==> src/rtl/shared_wmem.sv <==
module shared_wmem #(
  parameter int LINES  = 4,
  parameter int WORD_W = 32,
  parameter int NREQ   = 3,
  parameter int DELAY  = 3,
  localparam int LW = $clog2(LINES),
  localparam int AW = LW + 2
) (
  input  logic                   clk,
  input  logic                   rst,
  input  logic [NREQ-1:0]        req_i,
  input  logic [NREQ*AW-1:0]     addr_i,
  input  logic [NREQ*WORD_W-1:0] data_i,
  output logic [NREQ-1:0]        ok_o,
  input  logic                   sd_we_i,
  input  logic [AW-1:0]          sd_addr_i,
  input  logic [WORD_W-1:0]      sd_data_i,
  output logic                   sd_ok_o,
  input  logic [LW-1:0]          dbg_line_i,
  output logic [4*WORD_W-1:0]    dbg_words_o
);
  localparam int CW = $clog2(DELAY + 2);
  localparam int IW = (NREQ > 1) ? $clog2(NREQ) : 1;
  localparam int NWORDS = LINES * 4;

  logic [WORD_W-1:0] mem [NWORDS];
  logic              own_v;
  logic [IW-1:0]     own_id;
  logic [CW-1:0]     cnt;

  logic              pick_v;
  logic [IW-1:0]     pick_id;
  logic              cur_v;
  logic [IW-1:0]     cur_id;
  logic              done;
  logic [AW-1:0]     gnt_addr;
  logic [WORD_W-1:0] gnt_data;

  always_comb begin
    pick_v  = 1'b0;
    pick_id = '0;
    for (int i = NREQ - 1; i >= 0; i--) begin
      if (req_i[i]) begin
        pick_v  = 1'b1;
        pick_id = IW'(i);
      end
    end
  end

  assign cur_v    = own_v | pick_v;
  assign cur_id   = own_v ? own_id : pick_id;
  assign done     = cur_v && (cnt == '0);
  assign gnt_addr = addr_i[cur_id*AW +: AW];
  assign gnt_data = data_i[cur_id*WORD_W +: WORD_W];
  assign sd_ok_o  = sd_we_i;

  always_comb begin
    ok_o = '0;
    if (done && req_i[cur_id]) ok_o[cur_id] = 1'b1;
  end

  always_ff @(posedge clk) begin
    if (rst) begin
      own_v  <= 1'b0;
      own_id <= '0;
      cnt    <= CW'(DELAY);
      for (int w = 0; w < NWORDS; w++) mem[w] <= '0;
    end else begin
      if (cur_v) begin
        if (cnt == '0) begin
          own_v <= 1'b0;
          cnt   <= CW'(DELAY);
        end else begin
          own_v  <= 1'b1;
          own_id <= cur_id;
          cnt    <= cnt - 1'b1;
        end
      end
      if (|ok_o) mem[gnt_addr] <= gnt_data;
      if (sd_we_i) mem[sd_addr_i] <= sd_data_i;
    end
  end

  for (genvar k = 0; k < 4; k++) begin : g_dbg
    assign dbg_words_o[k*WORD_W +: WORD_W] = mem[{dbg_line_i, 2'(k)}];
  end
endmodule


==> config.mk <==
export PLATFORM = sky130hd
export DESIGN_NAME = shared_wmem
export DESIGN_NICKNAME = d
export VERILOG_FILES = /design/src/rtl/shared_wmem.sv
export SDC_FILE = /design/constraint.sdc
export NUM_CORES = 1
export LEC_CHECK = 0
export BUFFER_PORTS_ARGS = -buffer_cell sky130_fd_sc_hd__buf_2
export CAP_MARGIN = 10
export CORE_AREA = 2 2 432 262
export CTS_CLUSTER_SIZE = 20
export DETAILED_ROUTE_END_ITERATION = 12
export DIE_AREA = 0 0 434 264
export HOLD_SLACK_MARGIN = 0.05
export SYNTH_ARGS = -nofsm -noshare
export SYNTH_HDL_FRONTEND = slang
export SYNTH_SLANG_ARGS = --single-unit
==> constraint.sdc <==
create_clock -name clk -period 4.3 [get_ports clk]
set_clock_uncertainty 0.1 [all_clocks]
set_input_delay 1.29 -clock clk [delete_from_list [all_inputs] [get_ports clk]]
set_output_delay 1.29 -clock clk [all_outputs]
set_load 0.01 [all_outputs]
==> results of run 1 <==
per-stage QoR:
| step | area (sq um) | power [uW] | utilization |
|---|---|---|---|
| floorplan | 26400 | 6820 | - |
| detailed placement | 30500 | 7920 | 0.274 |
| CTS | 32000 | 12400 | 0.288 |
| global placement | 30500 | 7910 | 0.274 |
| finish | 32000 | 12400 | 0.289 |
| global route | 32000 | 12700 | 0.288 |
area by class of cell:
| class | instances | area, sq um | area share |
|---|---|---|---|
| Tap cell | 1503 | 1880 | 0.0587 |
| Clock buffer | 58 | 1280 | 0.0400 |
| Timing Repair Buffer | 441 | 3070 | 0.0958 |
| Antenna cell | 4 | 10.0 | 0.000313 |
| Sequential cell | 518 | 15500 | 0.484 |
| Multi-Input combinational cell | 1044 | 9990 | 0.312 |
| Inverter | 7 | 26.3 | 0.000820 |
| Clock inverter | 28 | 284 | 0.00887 |
state kept, by name (all words and copies together), names as in the netlist:
signal,flops
cnt,3
mem,512
own_id,2
own_v,1
logic make-up (layout without fill, tap and decap cells):
| kind of cell | Yosys count | after routing |
|---|---|---|
| other | 0 | 4 |
| multiplexers | 129 | 129 |
| AO/OA/AOI/OAI | 662 | 662 |
| flip-flops | 518 | 518 |
| AND/OR/NAND/NOR | 250 | 250 |
| adder cells (fa/ha/maj) | 3 | 3 |
| buffers and inverters | 275 | 534 |
power by group through the flow:
stage | clock network (uW) | registers (uW) | logic (uW)
floorplan | 0 | 5890 | 934
global placement | 0 | 5910 | 2000
detailed placement | 0 | 5920 | 2010
CTS | 4550 | 5810 | 2010
global route | 4730 | 5830 | 2100
finish | 4540 | 5810 | 2030
cell usage in the layout, fill, tap and decap left out, types with 5 or more instances in the layout:
cell type,count
a211o_1,7
a211o_2,9
a21boi_0,33
a221o_1,32
a32o_1,385
and3_1,34
buf_12,36
buf_2,281
buf_4,122
bufinv_16,5
clkbuf_1,8
clkbuf_16,50
clkinv_1,11
clkinv_2,8
dfxtp_1,6
edfxtp_1,512
inv_1,7
mux4_2,128
nand2_1,141
nand4_1,8
nor2_1,9
nor2_2,7
nor2_4,9
nor2b_1,7
o21ai_0,145
o21ai_1,19
routing by layer:
| layer | track usage | share of wire | vias up | wire length [microns] |
|---|---|---|---|---|
| li1 | - | - | 8301 | - |
| met1 | 0.286 | 0.40 | 10700 | 46200 |
| met2 | 0.288 | 0.44 | 1801 | 50600 |
| met3 | 0.0434 | 0.13 | 160 | 15400 |
| met4 | 0.0390 | 0.021 | 2 | 2420 |
| met5 | 0 | 0.00011 | - | 13 |
worst max-delay path by stage:
| stage | endpoint | slack [ns] |
|---|---|---|
| floorplan | mem[2][0] | 0.16 |
| global placement | mem[14][14] | 0.08 |
| detailed placement | mem[14][14] | 0.05 |
| CTS | dbg_words_o[49] | 0.20 |
| global route | dbg_words_o[17] | 0.16 |
| finish | dbg_words_o[49] | 0.21 |
critical path, cell delays in order:
cell,delay (ns)
clkbuf_8,0.21
buf_12,0.28
mux4_2,0.68
buf_2,0.20
==> summary.md, run 1 <==
| Metric | Value |
|---|---|
| Status | `completed` |
| Setup TNS | `0 ns` |
| CTS max path bufs | `3` |
| RR Startpoint | `own_v` |
| Worst Max-Slew Pin Slew | `1.11 ns` |
| Kind of critical path | `input pin to output port` |
| Most used DFF post-synth | `edfxtp_1` |
| Reg power frac | `0.469` |
| Commonest cells post-synth | `512 x edfxtp_1, 385 x a32o_1, 207 x clkbuf_1` |
| Worst Setup End Kind | `output port` |
| Setup crit start | `dbg_line_i[0]` |
| Final min period | `4.09 ns` |
| Row cnt | `95` |
| Dpl hpwl | `74.4 mm` |
| Via Count | `21000` |
| EDFF count, synth | `512` |
| Simple-gate share of the synthesized area | `0.0446` |
| RePlAce Congestion | `0.823` |
| PD cells | `386 mW/mm^2` |
| P&R area growth vs syn | `21.3%` |
| Synth async-reset ratio | `0` |
| Number of max-cap violations | `0` |
| Via-to-Cell Ratio | `5.82` |
| Comb power frac | `0.164` |
| Psw | `3580 uW` |
| Switch share | `0.289` |
| Compound-cell area share of the yosys netlist | `0.215` |
| Largest family of logic cells by synthesized area | `compound AO/OA/AOI/OAI gates` |
| WL final | `115 mm` |
| YS warnings | `0` |
| Reg2Reg Setup Slack | `0.82 ns` |
| Hold Path Stages | `2` |
| Required @ worst endpoint | `2.91 ns` |
| Pre-antenna DRT Iters | `6` |
| Largest cells by area after synthesis | `edfxtp_1 58%, a32o_1 15%, mux4_2 11%` |
| Nets | `2217` |
| Initial core utilization | `0.238` |
| Final Max Tran Viols | `0` |
| Core ar. | `0.111 sq mm` |
| Routed Antenna Nets | `0` |
| CP Data Arrival Time | `2.70 ns` |
| Num CTS Buffers | `50` |
| Initial detailed-routing violation count | `3834` |
| GRT overflow | `0` |
| First-pass GRT wire length | `159 mm` |
| Area share of fa/ha/maj cells after synthesis | `0.00142` |
| VDD IR max | `0.312 mV` |
| Synth area leader | `edfxtp_1` |
| Clk pwr share | `0.367` |
| Worst r2r path cells | `6` |
| Setup ws final | `0.208 ns` |
| # hold bufs at CTS | `0` |
| RSZ-0062 raised after global routing | `false` |
| GRT Overall Usage | `0.194` |
| Die Width | `434 microns` |
| Antenna violations before repair | `22` |
| Cell Area, Synth | `0.0264 sq mm` |
| Leading cell type by number of instances after synthesis | `edfxtp_1` |
| RR Endpoint | `mem[0][15]` |
| CTS resizes | `0` |
| Hold Violations, Final | `0` |
| Syn Inst Count | `1837` |
| Final period utilization | `0.952` |
| Library cells used by synthesis | `56` |
| Vias in the first global route | `19700` |
| WHS Endpoint | `cnt[2]` |
| Num ports | `284` |
| CTS Sinks | `518` |
| Clock transition time at the flip-flop clock pins of the worst setup and hold paths | `0.07 ns` |
| IO buf count | `283` |
| XOR/XNOR Fraction of Synth Area | `0` |
| Syn avg cell area | `14.4 sq um` |
| Hold Path Origin | `cnt[2]` |
| Clock root buffer | `clkbuf_16` |
| Largest net degree at the start of global routing | `70` |
| Syn_nets | `1992` |
| P_int | `8800 uW` |
| Mux cell area share after synthesis | `0.110` |
| Post-CTS Setup Inserts | `0` |
| Post-synth top area share | `0.582` |
| Fillers | `11300` |
| Hold slack | `0.392 ns` |
| Worst-Skew Late Latency | `0.61 ns` |
| Pre-CTS setup slack | `0.0451 ns` |
| Hold Crit Class | `flip-flop to flip-flop` |
| LEAKAGE | `0.0109 uW` |
| CP startpoint kind | `input pin` |
| Post-synthesis sequential area ratio | `0.587` |
| CTS tree | `yes` |
| Max Freq | `0.244 GHz` |
| #FFs+latches synth | `518` |
| H-tree Lvls | `2` |
| Average wire per standard cell | `31.8 microns` |
| Die Span Y | `264 microns` |
| Die area | `0.115 sq mm` |
| # DRC | `0` |
| Dpl cells | `3513` |
| Endpoints failing setup | `0` |
| Non-Filler Instances | `3603` |
| CP Max Fanout | `28` |
| Slew headroom | `0.256` |
| Share of cells above drive strength 1 | `0.326` |
(Power assumes the default switching activity.)
==> inputs of run 2 (changes only) <==
CELL_PAD_IN_SITES_DETAIL_PLACEMENT = 2   (was unset)
CELL_PAD_IN_SITES_GLOBAL_PLACEMENT = 2   (was unset)
PLACE_DENSITY_LB_ADDON = 0.1   (was unset)
==> summary.md, run 2 (same netlist as run 1, synthesis figures left out) <==
| Metric | Value |
|---|---|
| Largest net degree at the start of global routing | `64 (was 70)` |
| Worst Max-Slew Pin Slew | `0.876 ns (was 1.11 ns)` |
| # hold bufs at CTS | `0 (unchanged)` |
| Hold Crit Class | `flip-flop to flip-flop (unchanged)` |
| Setup TNS | `0 ns (unchanged)` |
| CTS resizes | `0 (unchanged)` |
| Pre-antenna DRT Iters | `5 (was 6)` |
| CP Data Arrival Time | `2.77 ns (was 2.70 ns)` |
| Top reg by flops | `mem (unchanged)` |
| Most frequent cells in the layout | `512 x edfxtp_1, 385 x a32o_1, 281 x buf_2 (unchanged)` |
| LEAKAGE | `0.0112 uW (was 0.0109 uW)` |
| Switch share | `0.293 (was 0.289)` |
| Clock transition time at the flip-flop clock pins of the worst setup and hold paths | `0.06 ns (was 0.07 ns)` |
| CP Max Fanout | `7 (was 28)` |
| VDD IR max | `0.407 mV (was 0.312 mV)` |
| Nets | `2251 (was 2217)` |
| Final min period | `4.16 ns (was 4.09 ns)` |
| Most common cell after layout, fill and taps aside | `edfxtp_1 (unchanged)` |
| GRT overflow | `0 (unchanged)` |
| Die Span Y | `264 microns (unchanged)` |
| Reg2Reg Setup Slack | `0.83 ns (was 0.82 ns)` |
| Endpoints failing setup | `0 (unchanged)` |
| P&R area growth vs syn | `24.8% (was 21.3%)` |
| Via-to-Cell Ratio | `5.76 (was 5.82)` |
| Antenna violations before repair | `6 (was 22)` |
| Number of max-cap violations | `0 (unchanged)` |
| Vias in the first global route | `22200 (was 19700)` |
| Hold Path Stages | `2 (unchanged)` |
| Routed Antenna Nets | `0 (unchanged)` |
| Kind of critical path | `input pin to output port (unchanged)` |
| Hold slack | `0.397 ns (was 0.392 ns)` |
| Num CTS Buffers | `57 (was 50)` |
| P_int | `9320 uW (was 8800 uW)` |
| RR Endpoint | `mem[15][25] (was mem[0][15])` |
| CTS max path bufs | `3 (unchanged)` |
| Via Count | `21000 (about the same)` |
| IO buf count | `283 (unchanged)` |
| Fillers | `11600 (was 11300)` |
| CP startpoint kind | `input pin (unchanged)` |
| Setup crit start | `req_i[0] (was dbg_line_i[0])` |
| Dpl hpwl | `86.0 mm (was 74.4 mm)` |
| Comb power frac | `0.166 (was 0.164)` |
| Hold Path Origin | `cnt[2] (unchanged)` |
| PD cells | `400 mW/mm^2 (was 386 mW/mm^2)` |
| Hold Violations, Final | `0 (unchanged)` |
| Top flop regs | `mem x512, cnt x3, own_id x2 (unchanged)` |
| Share of cells above drive strength 1 | `0.342 (was 0.326)` |
| Psw | `3860 uW (was 3580 uW)` |
| Num ports | `284 (unchanged)` |
| H-tree Lvls | `2 (unchanged)` |
| Initial detailed-routing violation count | `2444 (was 3834)` |
| CTS Sinks | `518 (unchanged)` |
| Final Max Tran Viols | `0 (unchanged)` |
| CTS tree | `yes (unchanged)` |
| Required @ worst endpoint | `2.91 ns (about the same)` |
| GRT Overall Usage | `0.232 (was 0.194)` |
| RR Startpoint | `own_v (unchanged)` |
| Slew headroom | `0.416 (was 0.256)` |
| # DRC | `0 (unchanged)` |
| First-pass GRT wire length | `187 mm (was 159 mm)` |
| Die area | `0.115 sq mm (unchanged)` |
| Average wire per standard cell | `37.1 microns (was 31.8 microns)` |
| Worst Setup End Kind | `output port (unchanged)` |
| Max Freq | `0.240 GHz (was 0.244 GHz)` |
| Post-CTS Setup Inserts | `0 (unchanged)` |
| Core ar. | `0.111 sq mm (unchanged)` |
| RePlAce Congestion | `0.770 (was 0.823)` |
| Status | `completed (unchanged)` |
| WL final | `135 mm (was 115 mm)` |
| Worst-Skew Late Latency | `0.64 ns (was 0.61 ns)` |
| Reg power frac | `0.441 (was 0.469)` |
| RSZ-0062 raised after global routing | `false (unchanged)` |
| Die Width | `434 microns (unchanged)` |
| Row cnt | `95 (unchanged)` |
| Max FFs per register | `512 (unchanged)` |
| Final period utilization | `0.968 (was 0.952)` |
| WHS Endpoint | `cnt[2] (unchanged)` |
| Worst r2r path cells | `6 (unchanged)` |
| Clock root buffer | `clkbuf_16 (unchanged)` |
| Initial core utilization | `0.238 (unchanged)` |
| Clk pwr share | `0.393 (was 0.367)` |
-- run 2: worst max-delay path: stages --
cell and delay, ns:
buf_2 0.14, or4b_2 0.80, o21ai_4 0.13, nor2b_1 0.23, buf_2 0.17
-- run 2: routing by layer --
| layer | part of all wire | track usage | vias to the layer above |
|---|---|---|---|
| met5 | 0 | 0 | - |
| met4 | 0.015 | 0.0398 | 0 |
| met3 | 0.068 | 0.0372 | 129 |
| met2 | 0.44 | 0.350 | 903 |
| li1 | - | - | 8387 |
| met1 | 0.48 | 0.352 | 11600 |
-- run 2: power by group through the flow --
stage / clock, uW / combinational (uW) / sequential (uW)
floorplan: 0 / 934 / 5890
global placement: 0 / 2160 / 5920
detailed placement: 0 / 2190 / 5920
CTS: 5290 / 2190 / 5820
global route: 5440 / 2280 / 5830
finish: 5170 / 2190 / 5820
-- run 2: area by class of cell --
class,count,area [sq um],share of cell area
repair buffers,468,3630,0.110
clock buffers,74,1510,0.0459
inverters,7,26.3,0.000797
flip-flops and latches,518,15500,0.470
diodes,2,5.00,0.000152
clock inverters,30,349,0.0106
well taps,1503,1880,0.0571
multi-input cells,1044,10000,0.305
-- run 2: stage by stage --
step | worst slack, ns | cell area (sq um) | total power, uW | utilization | cells
floorplan | 0.164 | 26400 | 6820 | - | 1837
global placement | 0.0897 | 31100 | 8080 | 0.280 | 3540
detailed placement | 0.0534 | 31100 | 8110 | 0.280 | 3540
CTS | 0.0556 | 32900 | 13300 | 0.297 | 3644
global route | 0.0574 | 32900 | 13600 | 0.297 | 3645
finish | 0.136 | 32900 | 13200 | 0.297 | 3646
-- run 2: how the worst max path moves through the flow --
stage / to / slack, ns / depth (start not counted)
global route: ok_o[2] / 0.06 / 5
floorplan: mem[2][0] / 0.16 / 7
finish: ok_o[2] / 0.14 / 5
global placement: ok_o[2] / 0.09 / 5
detailed placement: mem[15][26] / 0.05 / 8
CTS: ok_o[2] / 0.06 / 5
==> inputs of run 3 (changes only) <==
CORE_AREA = 2 2 335 337   (was 2 2 432 262)
DIE_AREA = 0 0 337 339   (was 0 0 434 264)
==> summary.md, run 3 (same netlist as run 1, synthesis figures left out) <==
| Metric | Value |
|---|---|
| Register area | `0.0155 sq mm (unchanged)` |
| # DRC | `0 (unchanged)` |
| Slew headroom | `0.313 (was 0.416)` |
| Number of max-cap violations | `0 (unchanged)` |
| Routed Antenna Nets | `0 (unchanged)` |
| GR Util met1 | `0.318 (was 0.352)` |
| RR Endpoint | `mem[6][10] (was mem[15][25])` |
| Largest net degree at the start of global routing | `59 (was 64)` |
| Via Count | `21000 (about the same)` |
| Met3 Usage GRT | `0.0276 (was 0.0372)` |
| CTS max path bufs | `3 (unchanged)` |
| Nets | `2257 (was 2251)` |
| Worst Max-Slew Pin Slew | `1.03 ns (was 0.876 ns)` |
| Antenna violations before repair | `14 (was 6)` |
| Status | `completed (unchanged)` |
| Hold Crit Class | `flip-flop to flip-flop (unchanged)` |
| WL final | `135 mm (about the same)` |
| RSZ-0062 raised after global routing | `false (unchanged)` |
| Pre-antenna DRT Iters | `6 (was 5)` |
| Hold Violations, Final | `0 (unchanged)` |
| LEAKAGE | `0.0113 uW (was 0.0112 uW)` |
| PD cells | `394 mW/mm^2 (was 400 mW/mm^2)` |
| Setup TNS | `0 ns (unchanged)` |
| Pre-CTS setup slack | `-0.0124 ns (was 0.0534 ns)` |
| Worst r2r path cells | `6 (unchanged)` |
| Final period utilization | `0.965 (was 0.968)` |
| Max FFs per register | `512 (unchanged)` |
| CTS tree | `yes (unchanged)` |
| VDD IR max | `0.297 mV (was 0.407 mV)` |
| CP Data Arrival Time | `2.76 ns (was 2.77 ns)` |
| Initial core utilization | `0.239 (was 0.238)` |
| Initial detailed-routing violation count | `1937 (was 2444)` |
| Core ar. | `0.110 sq mm (was 0.111 sq mm)` |
| Kind of critical path | `input pin to output port (unchanged)` |
| Die Span Y | `339 microns (was 264 microns)` |
| CP startpoint kind | `input pin (unchanged)` |
| Final min period | `4.15 ns (was 4.16 ns)` |
| Die Width | `337 microns (was 434 microns)` |
| Setup ws final | `0.151 ns (was 0.136 ns)` |
| RR Startpoint | `own_v (unchanged)` |
| GRT overflow | `0 (unchanged)` |
| Num ports | `284 (unchanged)` |
| Area of the multi-input gates | `0.0100 sq mm (unchanged)` |
| Share of cells above drive strength 1 | `0.340 (was 0.342)` |
| RePlAce Congestion | `0.792 (was 0.770)` |
| Endpoints failing setup | `0 (unchanged)` |
| Most frequent cells in the layout | `512 x edfxtp_1, 385 x a32o_1, 281 x buf_2 (unchanged)` |
| Max Freq | `0.241 GHz (was 0.240 GHz)` |
| Reg2Reg Setup Slack | `0.90 ns (was 0.83 ns)` |
| Required @ worst endpoint | `2.91 ns (about the same)` |
| Average wire per standard cell | `37.0 microns (was 37.1 microns)` |
| Top flop regs | `mem x512, cnt x3, own_id x2 (unchanged)` |
| Vias in the first global route | `22500 (was 22200)` |
| # hold bufs at CTS | `0 (unchanged)` |
| Hold Path Origin | `cnt[2] (unchanged)` |
| Fillers | `11500 (was 11600)` |
| Clock transition time at the flip-flop clock pins of the worst setup and hold paths | `0.05 ns (was 0.06 ns)` |
| Final Max Tran Viols | `0 (unchanged)` |
| P&R area growth vs syn | `24.7% (was 24.8%)` |
| Most common cell after layout, fill and taps aside | `edfxtp_1 (unchanged)` |
| Worst-Skew Late Latency | `0.64 ns (about the same)` |
| Worst Setup End Kind | `output port (unchanged)` |
| Top reg by flops | `mem (unchanged)` |
| M2 GR Usage | `0.386 (was 0.350)` |
| Die area | `0.114 sq mm (was 0.115 sq mm)` |
| Global route hottest layer | `met2 (was met1)` |
| WHS Endpoint | `cnt[2] (unchanged)` |
| CTS Sinks | `518 (unchanged)` |
| H-tree Lvls | `2 (unchanged)` |
| Tot Pwr | `13000 uW (was 13200 uW)` |
| Post-CTS Setup Inserts | `0 (unchanged)` |
| CP Max Fanout | `7 (unchanged)` |
| CTS resizes | `0 (unchanged)` |
| GRT Overall Usage | `0.232 (about the same)` |
| IO buf count | `283 (unchanged)` |
| Clock root buffer | `clkbuf_16 (unchanged)` |
| Row cnt | `122 (was 95)` |
| First-pass GRT wire length | `186 mm (was 187 mm)` |
| Num CTS Buffers | `61 (was 57)` |
| Via-to-Cell Ratio | `5.76 (about the same)` |
| Hold Path Stages | `2 (unchanged)` |
| Dpl hpwl | `87.0 mm (was 86.0 mm)` |
## run 3: worst max path at each step
stage	startpoint	end	slack, ns	depth (start not counted)
2_1_floorplan	req_i[0]	mem[2][0]	0.16	7
3_3_place_gp	req_i[0]	mem[14][24]	0.002	7
3_5_place_dp	req_i[0]	mem[13][24]	-0.01	7
4_1_cts	req_i[0]	ok_o[2]	0.09	5
5_1_grt	req_i[0]	ok_o[2]	0.04	5
6_report	req_i[0]	ok_o[0]	0.15	6
## run 3: cell type report
class,instances,share of cell area
diodes,7,0.000532
repair buffers,470,0.111
clock buffers,84,0.0503
clock inverters,26,0.00510
flip-flops and latches,518,0.471
inverters,7,0.000798
multi-input cells,1044,0.305
well taps,1488,0.0566
## run 3: critical path, cell delays in order
cell and delay (ns):
buf_2 0.13, or4b_2 0.80, nand2_2 0.17, buf_4 0.16
nor3_1 0.05, buf_2 0.15
## run 3: power breakdown
part           leakage, uW  switching [uW]  internal (uW)
Combinational      0.00501            1490            695
Clock             0.000885            2200           2780
Sequential         0.00536            68.1           5750
Total               0.0113            3750           9220
## run 3: metrics by stage
step                utilization  std cells  area, sq um  hold WS [ns]
floorplan                     -       1837        26400         0.349
global placement          0.281       3527        31100         0.362
detailed placement        0.281       3527        31100         0.373
CTS                       0.298       3637        32900         0.380
global route              0.298       3640        32900         0.424
finish                    0.298       3644        32900         0.377
## run 3: routing by layer
layer | up-vias | routed length, microns | share of wire
met3 | 191 | 6820 | 0.051
met4 | 4 | 3340 | 0.025
met2 | 850 | 65100 | 0.48
li1 | 8406 | - | -
met5 | - | 27 | 0.00020
met1 | 11500 | 59700 | 0.44
